`src/rtl/flash_erase_pkg.sv`:
```
package flash_erase_pkg;

    typedef enum logic [2:0] {
        ST_IDLE,
        ST_WREN,
        ST_GAP_WREN,
        ST_ERASE,
        ST_GAP_ERASE,
        ST_POLL,
        ST_GAP_POLL
    } seq_state_t;

    localparam logic [7:0] OP_WREN       = 8'h06;
    localparam logic [7:0] OP_ERASE_4K   = 8'h20;
    localparam logic [7:0] OP_ERASE_64K  = 8'hD8;
    localparam logic [7:0] OP_ERASE_CHIP = 8'hC7;
    localparam logic [7:0] OP_READ_STAT  = 8'h05;

    localparam logic [1:0] SZ_4K   = 2'd0;
    localparam logic [1:0] SZ_64K  = 2'd1;
    localparam logic [1:0] SZ_CHIP = 2'd2;

endpackage

```
`src/rtl/spi_byte_shifter.sv`:
```
module spi_byte_shifter #(
    parameter int HALF_DIV = 2
) (
    input  logic       clk,
    input  logic       rst_n,
    input  logic       launch,
    input  logic [7:0] tx_byte,
    input  logic       miso,
    output logic       sck,
    output logic       mosi,
    output logic       byte_done,
    output logic [7:0] rx_byte
);
    localparam int DW = (HALF_DIV < 2) ? 1 : $clog2(HALF_DIV);

    logic [DW-1:0] div_cnt;
    logic [2:0]    bit_cnt;
    logic [7:0]    tx_q;
    logic [7:0]    rx_q;
    logic          sck_q;
    logic          active;
    logic          tick;

    assign tick    = (div_cnt == DW'(HALF_DIV - 1));
    assign sck     = sck_q;
    assign mosi    = tx_q[7];
    assign rx_byte = rx_q;

    always_ff @(posedge clk or negedge rst_n) begin
        if (!rst_n) begin
            div_cnt   <= '0;
            bit_cnt   <= '0;
            tx_q      <= '0;
            rx_q      <= '0;
            sck_q     <= 1'b0;
            active    <= 1'b0;
            byte_done <= 1'b0;
        end else begin
            byte_done <= 1'b0;
            if (launch && !active) begin
                active  <= 1'b1;
                tx_q    <= tx_byte;
                bit_cnt <= 3'd7;
                div_cnt <= '0;
                sck_q   <= 1'b0;
            end else if (active) begin
                if (tick) begin
                    div_cnt <= '0;
                    if (!sck_q) begin
                        sck_q <= 1'b1;
                        rx_q  <= {rx_q[6:0], miso};
                    end else begin
                        sck_q <= 1'b0;
                        if (bit_cnt == 3'd0) begin
                            active    <= 1'b0;
                            byte_done <= 1'b1;
                        end else begin
                            bit_cnt <= bit_cnt - 3'd1;
                            tx_q    <= {tx_q[6:0], 1'b0};
                        end
                    end
                end else begin
                    div_cnt <= div_cnt + DW'(1);
                end
            end
        end
    end

    // data out holds while the clock is high
    p_mosi_hold_r9: assert property (@(posedge clk) disable iff (!rst_n)
        (sck_q && $past(sck_q)) |-> $stable(mosi));

    // the sequencer never launches into a byte already in flight
    p_no_relaunch_r9: assert property (@(posedge clk) disable iff (!rst_n)
        launch |-> !active);

endmodule

```
`src/rtl/flash_erase_seq.sv`:
```
module flash_erase_seq
    import flash_erase_pkg::*;
#(
    parameter int HALF_DIV   = 2,
    parameter int GAP_CYCLES = 3
) (
    input  logic        clk,
    input  logic        rst_n,
    input  logic        start,
    input  logic [31:0] erase_addr,
    input  logic [1:0]  size_code,
    input  logic        addr_wide,
    output logic        busy,
    output logic        done,
    output logic        reject,
    output logic        sck,
    output logic        cs_n,
    output logic        mosi,
    input  logic        miso
);
    localparam int GW = (GAP_CYCLES < 2) ? 1 : $clog2(GAP_CYCLES);

    seq_state_t    state, next_state;
    logic [2:0]    idx, last_idx, rem_bytes;
    logic          need_launch, launch, wip;
    logic [GW-1:0] gap_cnt;
    logic [7:0]    opcode_q, tx_byte, rx_byte, op_sel;
    logic [31:0]   addr_q, addr_shifted;
    logic          wide_q, done_q, reject_q, byte_done;
    logic          in_frame, next_in_frame, frame_end, gap_end, req_ok;

    spi_byte_shifter #(.HALF_DIV(HALF_DIV)) u_shift (
        .clk       (clk),
        .rst_n     (rst_n),
        .launch    (launch),
        .tx_byte   (tx_byte),
        .miso      (miso),
        .sck       (sck),
        .mosi      (mosi),
        .byte_done (byte_done),
        .rx_byte   (rx_byte)
    );

    assign in_frame      = (state == ST_WREN) || (state == ST_ERASE) || (state == ST_POLL);
    assign next_in_frame = (next_state == ST_WREN) || (next_state == ST_ERASE) ||
                           (next_state == ST_POLL);
    assign frame_end     = in_frame && byte_done && (idx == last_idx);
    assign gap_end       = (gap_cnt == GW'(GAP_CYCLES - 1));
    assign req_ok        = (size_code == SZ_CHIP) ||
                           (((size_code == SZ_4K) || (size_code == SZ_64K)) &&
                            (erase_addr[1:0] == 2'b00));
    assign rem_bytes     = last_idx - idx;
    assign addr_shifted  = addr_q >> {rem_bytes, 3'b000};
    assign launch        = need_launch && in_frame;

    assign busy   = (state != ST_IDLE);
    assign cs_n   = !in_frame;
    assign done   = done_q;
    assign reject = reject_q;

    always_comb begin
        unique case (size_code)
            SZ_4K:   op_sel = OP_ERASE_4K;
            SZ_64K:  op_sel = OP_ERASE_64K;
            default: op_sel = OP_ERASE_CHIP;
        endcase
    end

    // Next state and byte selection
    always_comb begin
        next_state = state;
        tx_byte    = 8'h00;
        unique case (state)
            ST_IDLE:      if (start && req_ok) next_state = ST_WREN;
            ST_WREN: begin
                tx_byte = OP_WREN;
                if (frame_end) next_state = ST_GAP_WREN;
            end
            ST_GAP_WREN:  if (gap_end) next_state = ST_ERASE;
            ST_ERASE: begin
                tx_byte = (idx == 3'd0) ? opcode_q : addr_shifted[7:0];
                if (frame_end) next_state = ST_GAP_ERASE;
            end
            ST_GAP_ERASE: if (gap_end) next_state = ST_POLL;
            ST_POLL: begin
                tx_byte = (idx == 3'd0) ? OP_READ_STAT : 8'h00;
                if (frame_end) next_state = ST_GAP_POLL;
            end
            ST_GAP_POLL:  if (gap_end) next_state = wip ? ST_POLL : ST_IDLE;
            default:      next_state = ST_IDLE;
        endcase
    end

    // State register and datapath
    always_ff @(posedge clk or negedge rst_n) begin
        if (!rst_n) begin
            state       <= ST_IDLE;
            idx         <= '0;
            last_idx    <= '0;
            need_launch <= 1'b0;
            gap_cnt     <= '0;
            wip         <= 1'b0;
            opcode_q    <= '0;
            addr_q      <= '0;
            wide_q      <= 1'b0;
            done_q      <= 1'b0;
            reject_q    <= 1'b0;
        end else begin
            state    <= next_state;
            done_q   <= (state == ST_GAP_POLL) && gap_end && !wip;
            reject_q <= (state == ST_IDLE) && start && !req_ok;

            if ((state == ST_IDLE) && start && req_ok) begin
                opcode_q <= op_sel;
                addr_q   <= erase_addr;
                wide_q   <= addr_wide;
            end

            if ((next_state == state) && !in_frame && (state != ST_IDLE))
                gap_cnt <= gap_cnt + GW'(1);
            else
                gap_cnt <= '0;

            if (frame_end && (state == ST_POLL))
                wip <= rx_byte[0];

            if (launch) need_launch <= 1'b0;
            if (in_frame && byte_done && !frame_end) begin
                idx         <= idx + 3'd1;
                need_launch <= 1'b1;
            end

            if ((next_state != state) && next_in_frame) begin
                idx         <= '0;
                need_launch <= 1'b1;
                unique case (next_state)
                    ST_ERASE: last_idx <= (opcode_q == OP_ERASE_CHIP) ? 3'd0 :
                                          (wide_q ? 3'd4 : 3'd3);
                    ST_POLL:  last_idx <= 3'd1;
                    default:  last_idx <= 3'd0;
                endcase
            end
        end
    end

    // Checker state: length of the current chip-select high run
    logic [15:0] hi_run;
    always_ff @(posedge clk or negedge rst_n) begin
        if (!rst_n)                hi_run <= '0;
        else if (!cs_n)            hi_run <= '0;
        else if (hi_run != 16'hFFFF) hi_run <= hi_run + 16'd1;
    end

    p_idle_quiet_r1: assert property (@(posedge clk) disable iff (!rst_n)
        !busy |-> (cs_n && !sck));

    p_reject_idle_r6: assert property (@(posedge clk) disable iff (!rst_n)
        reject |-> (!busy && !done));

    p_cs_gap_r8: assert property (@(posedge clk) disable iff (!rst_n)
        ($fell(cs_n) && $past(busy)) |-> (hi_run >= 16'(GAP_CYCLES)));

    p_sck_framed_r9: assert property (@(posedge clk) disable iff (!rst_n)
        cs_n |-> !sck);

    p_done_pulse_r10: assert property (@(posedge clk) disable iff (!rst_n)
        done |=> !done);

    p_done_idle_r10: assert property (@(posedge clk) disable iff (!rst_n)
        done |-> (!busy && cs_n));

    p_request_held_r10: assert property (@(posedge clk) disable iff (!rst_n)
        ($past(busy) && busy) |-> ($stable(opcode_q) && $stable(addr_q)));

endmodule

```
`config.mk`:
```
export PLATFORM = sky130hd
export DESIGN_NAME = flash_erase_seq
export DESIGN_NICKNAME = d
export VERILOG_FILES = /design/src/rtl/flash_erase_pkg.sv /design/src/rtl/spi_byte_shifter.sv /design/src/rtl/flash_erase_seq.sv
export SDC_FILE = /design/constraint.sdc
export NUM_CORES = 1
export LEC_CHECK = 0
export ABC_CLOCK_PERIOD_IN_PS = 3000
export BUFFER_PORTS_ARGS = -buffer_cell sky130_fd_sc_hd__buf_2
export CAP_MARGIN = 30
export CORE_MARGIN = 2
export CORE_UTILIZATION = 45
export DETAILED_ROUTE_END_ITERATION = 12
export MAX_ROUTING_LAYER = met4
export SYNTH_ARGS = -nofsm -noshare
export SYNTH_HDL_FRONTEND = slang
export SYNTH_HIERARCHICAL = 1
export SYNTH_SLANG_ARGS = --single-unit
export TNS_END_PERCENT = 30
```
`constraint.sdc`:
```
create_clock -name clk -period 3 [get_ports clk]
set_input_delay 0.15 -clock clk [delete_from_list [all_inputs] [get_ports clk]]
set_output_delay 0.15 -clock clk [all_outputs]
set_load 0.01 [all_outputs]
```
==> impl_results.md, run 1 <==
- Status: complete, no violations
- N_diodes: 0
- Initial drt markers: 115
- Via-to-Cell Ratio: 5.41
- Final min period: 2.51 ns
- RSZ-0062 raised after global routing: no
- Total power: 1.76 mW
- Synth Net Count: 323
- HP Start: erase_addr[4]
- Cells resized by post-CTS repair: 0
- Max Freq: 399 MHz
- WP data arrival: 2.73 ns
- DRC violations left: 0
- Root buffer cell: clkbuf_8
- Syn Area/Cell: 12.3 um2
- First-pass GRT wire length: 11.6 mm
- Inst Count DP: 411
- Slew headroom: 40.7%
- Area grow syn2layout: 15.5%
- CP max stage delay: 0.49 ns
- Die Footprint: 8220 um2
- CTS sink cnt: 68
- Wire length per cell: 15.7 um
- Hold Path Class: in -> reg
- Crit-path max FO: 8
- CP Launch Type: flop
- Port bufs: 44
- Clock-pin slew on the worst setup and hold paths: 0.07 ns
- Critical Path RT: 3.23 ns
- Peak supply drop: 0.296 mV
- # Max-Cap Violations: 0
- Crit path from: last_idx[0]
- Largest net degree at the start of global routing: 35
- Final period utilization: 83.5%
- Final ANT Viol Nets: 0
- Die Ht: 90.7 um
- Crit-path cells: inv_1, ha_1, inv_1, fa_1, xnor2_1, nor2_1, a221oi_1, a211oi_1, a221o_1
- RD Place Congestion: 0.816
- Final hold vios: 0
- Placement row count: 31
- Post-Syn Area: 3380 um2
- CP endpoint kind: flop
- Setup TNS: 0 ns
- Htree depth: 3
- Worst Hold Depth: 2
- Antenna violations before repair: 0
- Clk Latency, worst-skew pair: 0.34 ns
- Maximum clock path buffer count: 2
- Worst slack, placed: 0.478 ns
- Hpwl dp: 4.88 mm
- CTS Buf Count: 9
- Layout cells sized above 1: 34.5%
- Total leakage power: 1.84 nW
- Most Frequent Cell on Critical Path: inv_1
- Commonest cells after routing, fill and taps aside: 68 x dfrtp_1, 44 x buf_2, 33 x mux2_2
- # setup viols final: 0
- Worst-Margin Slew: 0.888 ns
- R2r worst-path depth: 9
- Worst flop-to-flop path startpoint: last_idx[0]
- Most common cell after layout, fill and taps aside: dfrtp_1
- Grt ovf: 0
- Non-Filler Instances: 427
- Worst setup path category: reg -> reg
- Slowest-stage cell, CP: xnor2_1
- Initial Util: 46.6%
- Ports: 45
- Die X: 90.7 um
- Drt first pass iters: 4
- Setup Skew: 0.00802 ns
- CP delay by family, top: compound AO/OA/AOI/OAI gates
- Core box area: 7250 um2
- Cells after synthesis: 276
- PD cells: 452 nW/um2
- GRT Resource Usage Total: 18.5%
- Worst path bufs/invs: 2
- Final #Nets: 371
- Yosys warnings: 6
- CTS tree: yes
- Fillers: 657
- Fin. max-slew vios: 0
- Final worst slack: 0.494 ns
- Wirelength, routed: 6.68 mm
- Stages on worst setup path: 9
- Number of global-route vias before repair: 2354
- Via count: 2309
-- area by class of cell --
cell class	count	area [um2]	share of cell area, %
Inverter	12	45.0	1.15
Multi-Input combinational cell	183	1580	40.3
Sequential cell	68	1700	43.6
Timing Repair Buffer	50	268	6.86
Clock inverter	4	50.0	1.28
Clock buffer	11	141	3.62
Tap cell	99	124	3.17
-- power by group --
group	switching [mW]	total [mW]	leakage [nW]	internal, mW
registers	0.0101	0.945	0.879	0.935
clock network	0.342	0.743	0.0914	0.401
logic	0.0355	0.0767	0.874	0.0412
total	0.388	1.76	1.84	1.38
-- final timing paths --
| kind | endpoint | slack, ns |
|---|---|---|
| max | u_shift/tx_q[5] | 0.49 |
| min reg2reg | gap_cnt[0] | 0.43 |
| max in group asynchronous | last_idx[0] | 1.84 |
| min in group asynchronous | gap_cnt[0] | 0.41 |
| min | addr_q[4] | 0.03 |
| max reg2reg | u_shift/tx_q[5] | 0.49 |
-- per-layer routing --
metal	GRT usage (%)	vias up	part of all wire, %
met2	26.8	52	47
li1	-	1111	-
met3	4.51	2	3.7
met4	6.54	0	0.51
met5	-	-	0
met1	25.4	1144	49
-- sequential cells by signal, summed over array words and instances (netlist names) --
register	flops
u_shift/div_cnt	1
u_shift/sck	1
u_shift/tx_q	8
done	1
need_launch	1
u_shift/rx_byte	1
state	3
u_shift/byte_done	1
u_shift/active	1
idx	3
gap_cnt	2
u_shift/bit_cnt	3
last_idx	3
addr_q	32
wip	1
opcode_q	4
reject	1
wide_q	1
-- what timing repair did --
| action | in CTS | in global routing |
|---|---|---|
| hold endpoints to repair | 32 | 0 |
| buffers inserted | 0 | 0 |
| hold buffers | 1 | 0 |
-- stage by stage --
step	cell area, um2	hold WS, ns	utilization, %
after CTS	3910	0.00974	53.8
after floorplan	3380	-0.146	-
final	3910	0.0320	53.8
after global placement	3700	0.267	51.1
after global routing	3910	0.00655	53.8
after detailed placement	3700	0.275	51.1
(Power assumes the default switching activity.)
==> run 2: changes to the inputs <==
- ABC_CLOCK_PERIOD_IN_PS: 3000 -> 2500
- clock period: 3 -> 2.5 ns (I/O delays scaled with it)
==> impl_results.md, run 2 (same netlist as run 1, synthesis figures left out) <==
- First-pass GRT wire length: 11.6 mm
- Worst-Margin Slew: 0.920 ns
- Drt first pass iters: 4
- Total power: 2.28 mW
- CTS Buf Count: 9
- RSZ-0062 raised after global routing: no
- Internal power: 1.79 mW
- Max Freq: 434 MHz
- Via-to-Cell Ratio: 5.27
- CP endpoint kind: flop
- CTS tree: yes
- Setup Skew: 0.00784 ns
- CTS sink cnt: 68
- Peak supply drop: 0.330 mV
- Total leakage power: 2.00 nW
- Port bufs: 44
- Core box area: 7250 um2
- Placement row count: 31
- Area grow syn2layout: 25.5%
- Largest regs: addr_q (32), u_shift/tx_q (8), opcode_q (4)
- R2r setup slk: 0.20 ns
- Switching pwr: 0.493 mW
- Hold Path Class: in -> reg
- Htree depth: 3
- Largest net degree at the start of global routing: 41
- Status: complete, no violations
- Number of global-route vias before repair: 2355
- Die Ht: 90.7 um
- Largest register by flop count: addr_q
- WP data arrival: 2.53 ns
- Worst setup path category: reg -> reg
- Final period utilization: 92.2%
- Via count: 2409
- Clk pwr share: 44.8%
- Grt ovf: 0
- Crit-path max FO: 7
- GRT Resource Usage Total: 18.5%
- Die Footprint: 8220 um2
- Largest register FFs: 32
- Final min period: 2.30 ns
- Grt peak-use layer: met2
- Setup TNS: 0 ns
- Most common cell after layout, fill and taps aside: dfrtp_1
- CTS Hold Bufs: 26
- Ports: 45
- # Max-Cap Violations: 0
- Critical Path RT: 2.73 ns
- Antenna violations before repair: 0
- Post-CTS setup buffer count: 0
- Initial Util: 46.6%
- Cells resized by post-CTS repair: 0
- Wirelength, routed: 6.92 mm
- Final ANT Viol Nets: 0
- Switch share: 21.6%
- Wire length per cell: 15.1 um
- Met1 Track Usage GR: 25.4%
- DRC violations left: 0
- Fin. max-slew vios: 0
- Layout cells sized above 1: 33.2%
- Register share of total power: 49.8%
- PD cells: 537 nW/um2
- Final #Nets: 400
- Maximum clock path buffer count: 2
- Met2 Usage GRT: 26.7%
- Clk Latency, worst-skew pair: 0.35 ns
- Commonest cells after routing, fill and taps aside: 68 x dfrtp_1, 44 x buf_2, 33 x mux2_2
- Slew headroom: 38.5%
- M3 GR Usage: 4.51%
- Hpwl dp: 4.83 mm
- # setup viols final: 0
- Combinational share of power: 5.4%
- N_diodes: 0
- RD Place Congestion: 0.818
- Initial drt markers: 59
- Final hold vios: 0
- CP Launch Type: flop
- Clock-pin slew on the worst setup and hold paths: 0.08 ns
- Root buffer cell: clkbuf_8
- Die X: 90.7 um
-- run 2: area by class of cell --
class,instances,area [um2]
multi-input combinational,183,1580
inverter,12,45.0
clock inverter,6,87.6
sequential,68,1700
clock buffer,10,138
timing repair buffer,79,573
fill,612,3010
tap,99,124
-- run 2: path summary, 6_finish.rpt --
path                              endpoint            from  depth (start not counted)
setup / recovery           u_shift/tx_q[2]     last_idx[0]                          9
hold / removal                  addr_q[18]  erase_addr[18]                          2
setup reg to reg           u_shift/tx_q[2]     last_idx[0]                          9
hold reg to reg                 gap_cnt[0]      gap_cnt[0]                          1
max in group asynchronous       addr_q[10]           rst_n                          3
min in group asynchronous             done           rst_n                          2
-- run 2: metal layers --
| layer | routed length [um] | vias up | share of wire (%) |
|---|---|---|---|
| met5 | 0 | - | 0 |
| met3 | 249 | 5 | 3.6 |
| li1 | - | 1176 | - |
| met2 | 3060 | 53 | 44 |
| met4 | 85 | 0 | 1.2 |
| met1 | 3530 | 1175 | 51 |
-- run 2: critical path: stages (launching register included) --
cell and delay [ns]:
dfrtp_1 0.36, inv_1 0.08, ha_1 0.14, inv_1 0.05, fa_1 0.51, buf_4 0.18, mux4_2 0.33, o21ai_0 0.11
a221oi_1 0.10, a221o_1 0.33
-- run 2: through the flow --
| stage | setup slack (ns) | instance area, um2 | util, % | std cells | hold WS [ns] |
|---|---|---|---|---|---|
| floorplan | 0.0674 | 3380 | - | 276 | -0.171 |
| global placement | 0.273 | 3760 | 51.8 | 415 | 0.201 |
| detailed placement | 0.206 | 3760 | 51.8 | 415 | 0.203 |
| CTS | 0.187 | 4240 | 58.5 | 457 | 0.000182 |
| global route | 0.0520 | 4240 | 58.5 | 457 | 0.0103 |
| finish | 0.195 | 4240 | 58.5 | 457 | 0.00751 |
-- run 2: power groups by stage --
stage | sequential, mW | clock, mW | combinational, mW
floorplan | 1.15 | 0 | 0.0333
global placement | 1.16 | 0 | 0.0921
detailed placement | 1.16 | 0 | 0.0936
CTS | 1.13 | 1.05 | 0.124
global route | 1.14 | 1.10 | 0.137
finish | 1.13 | 1.02 | 0.122
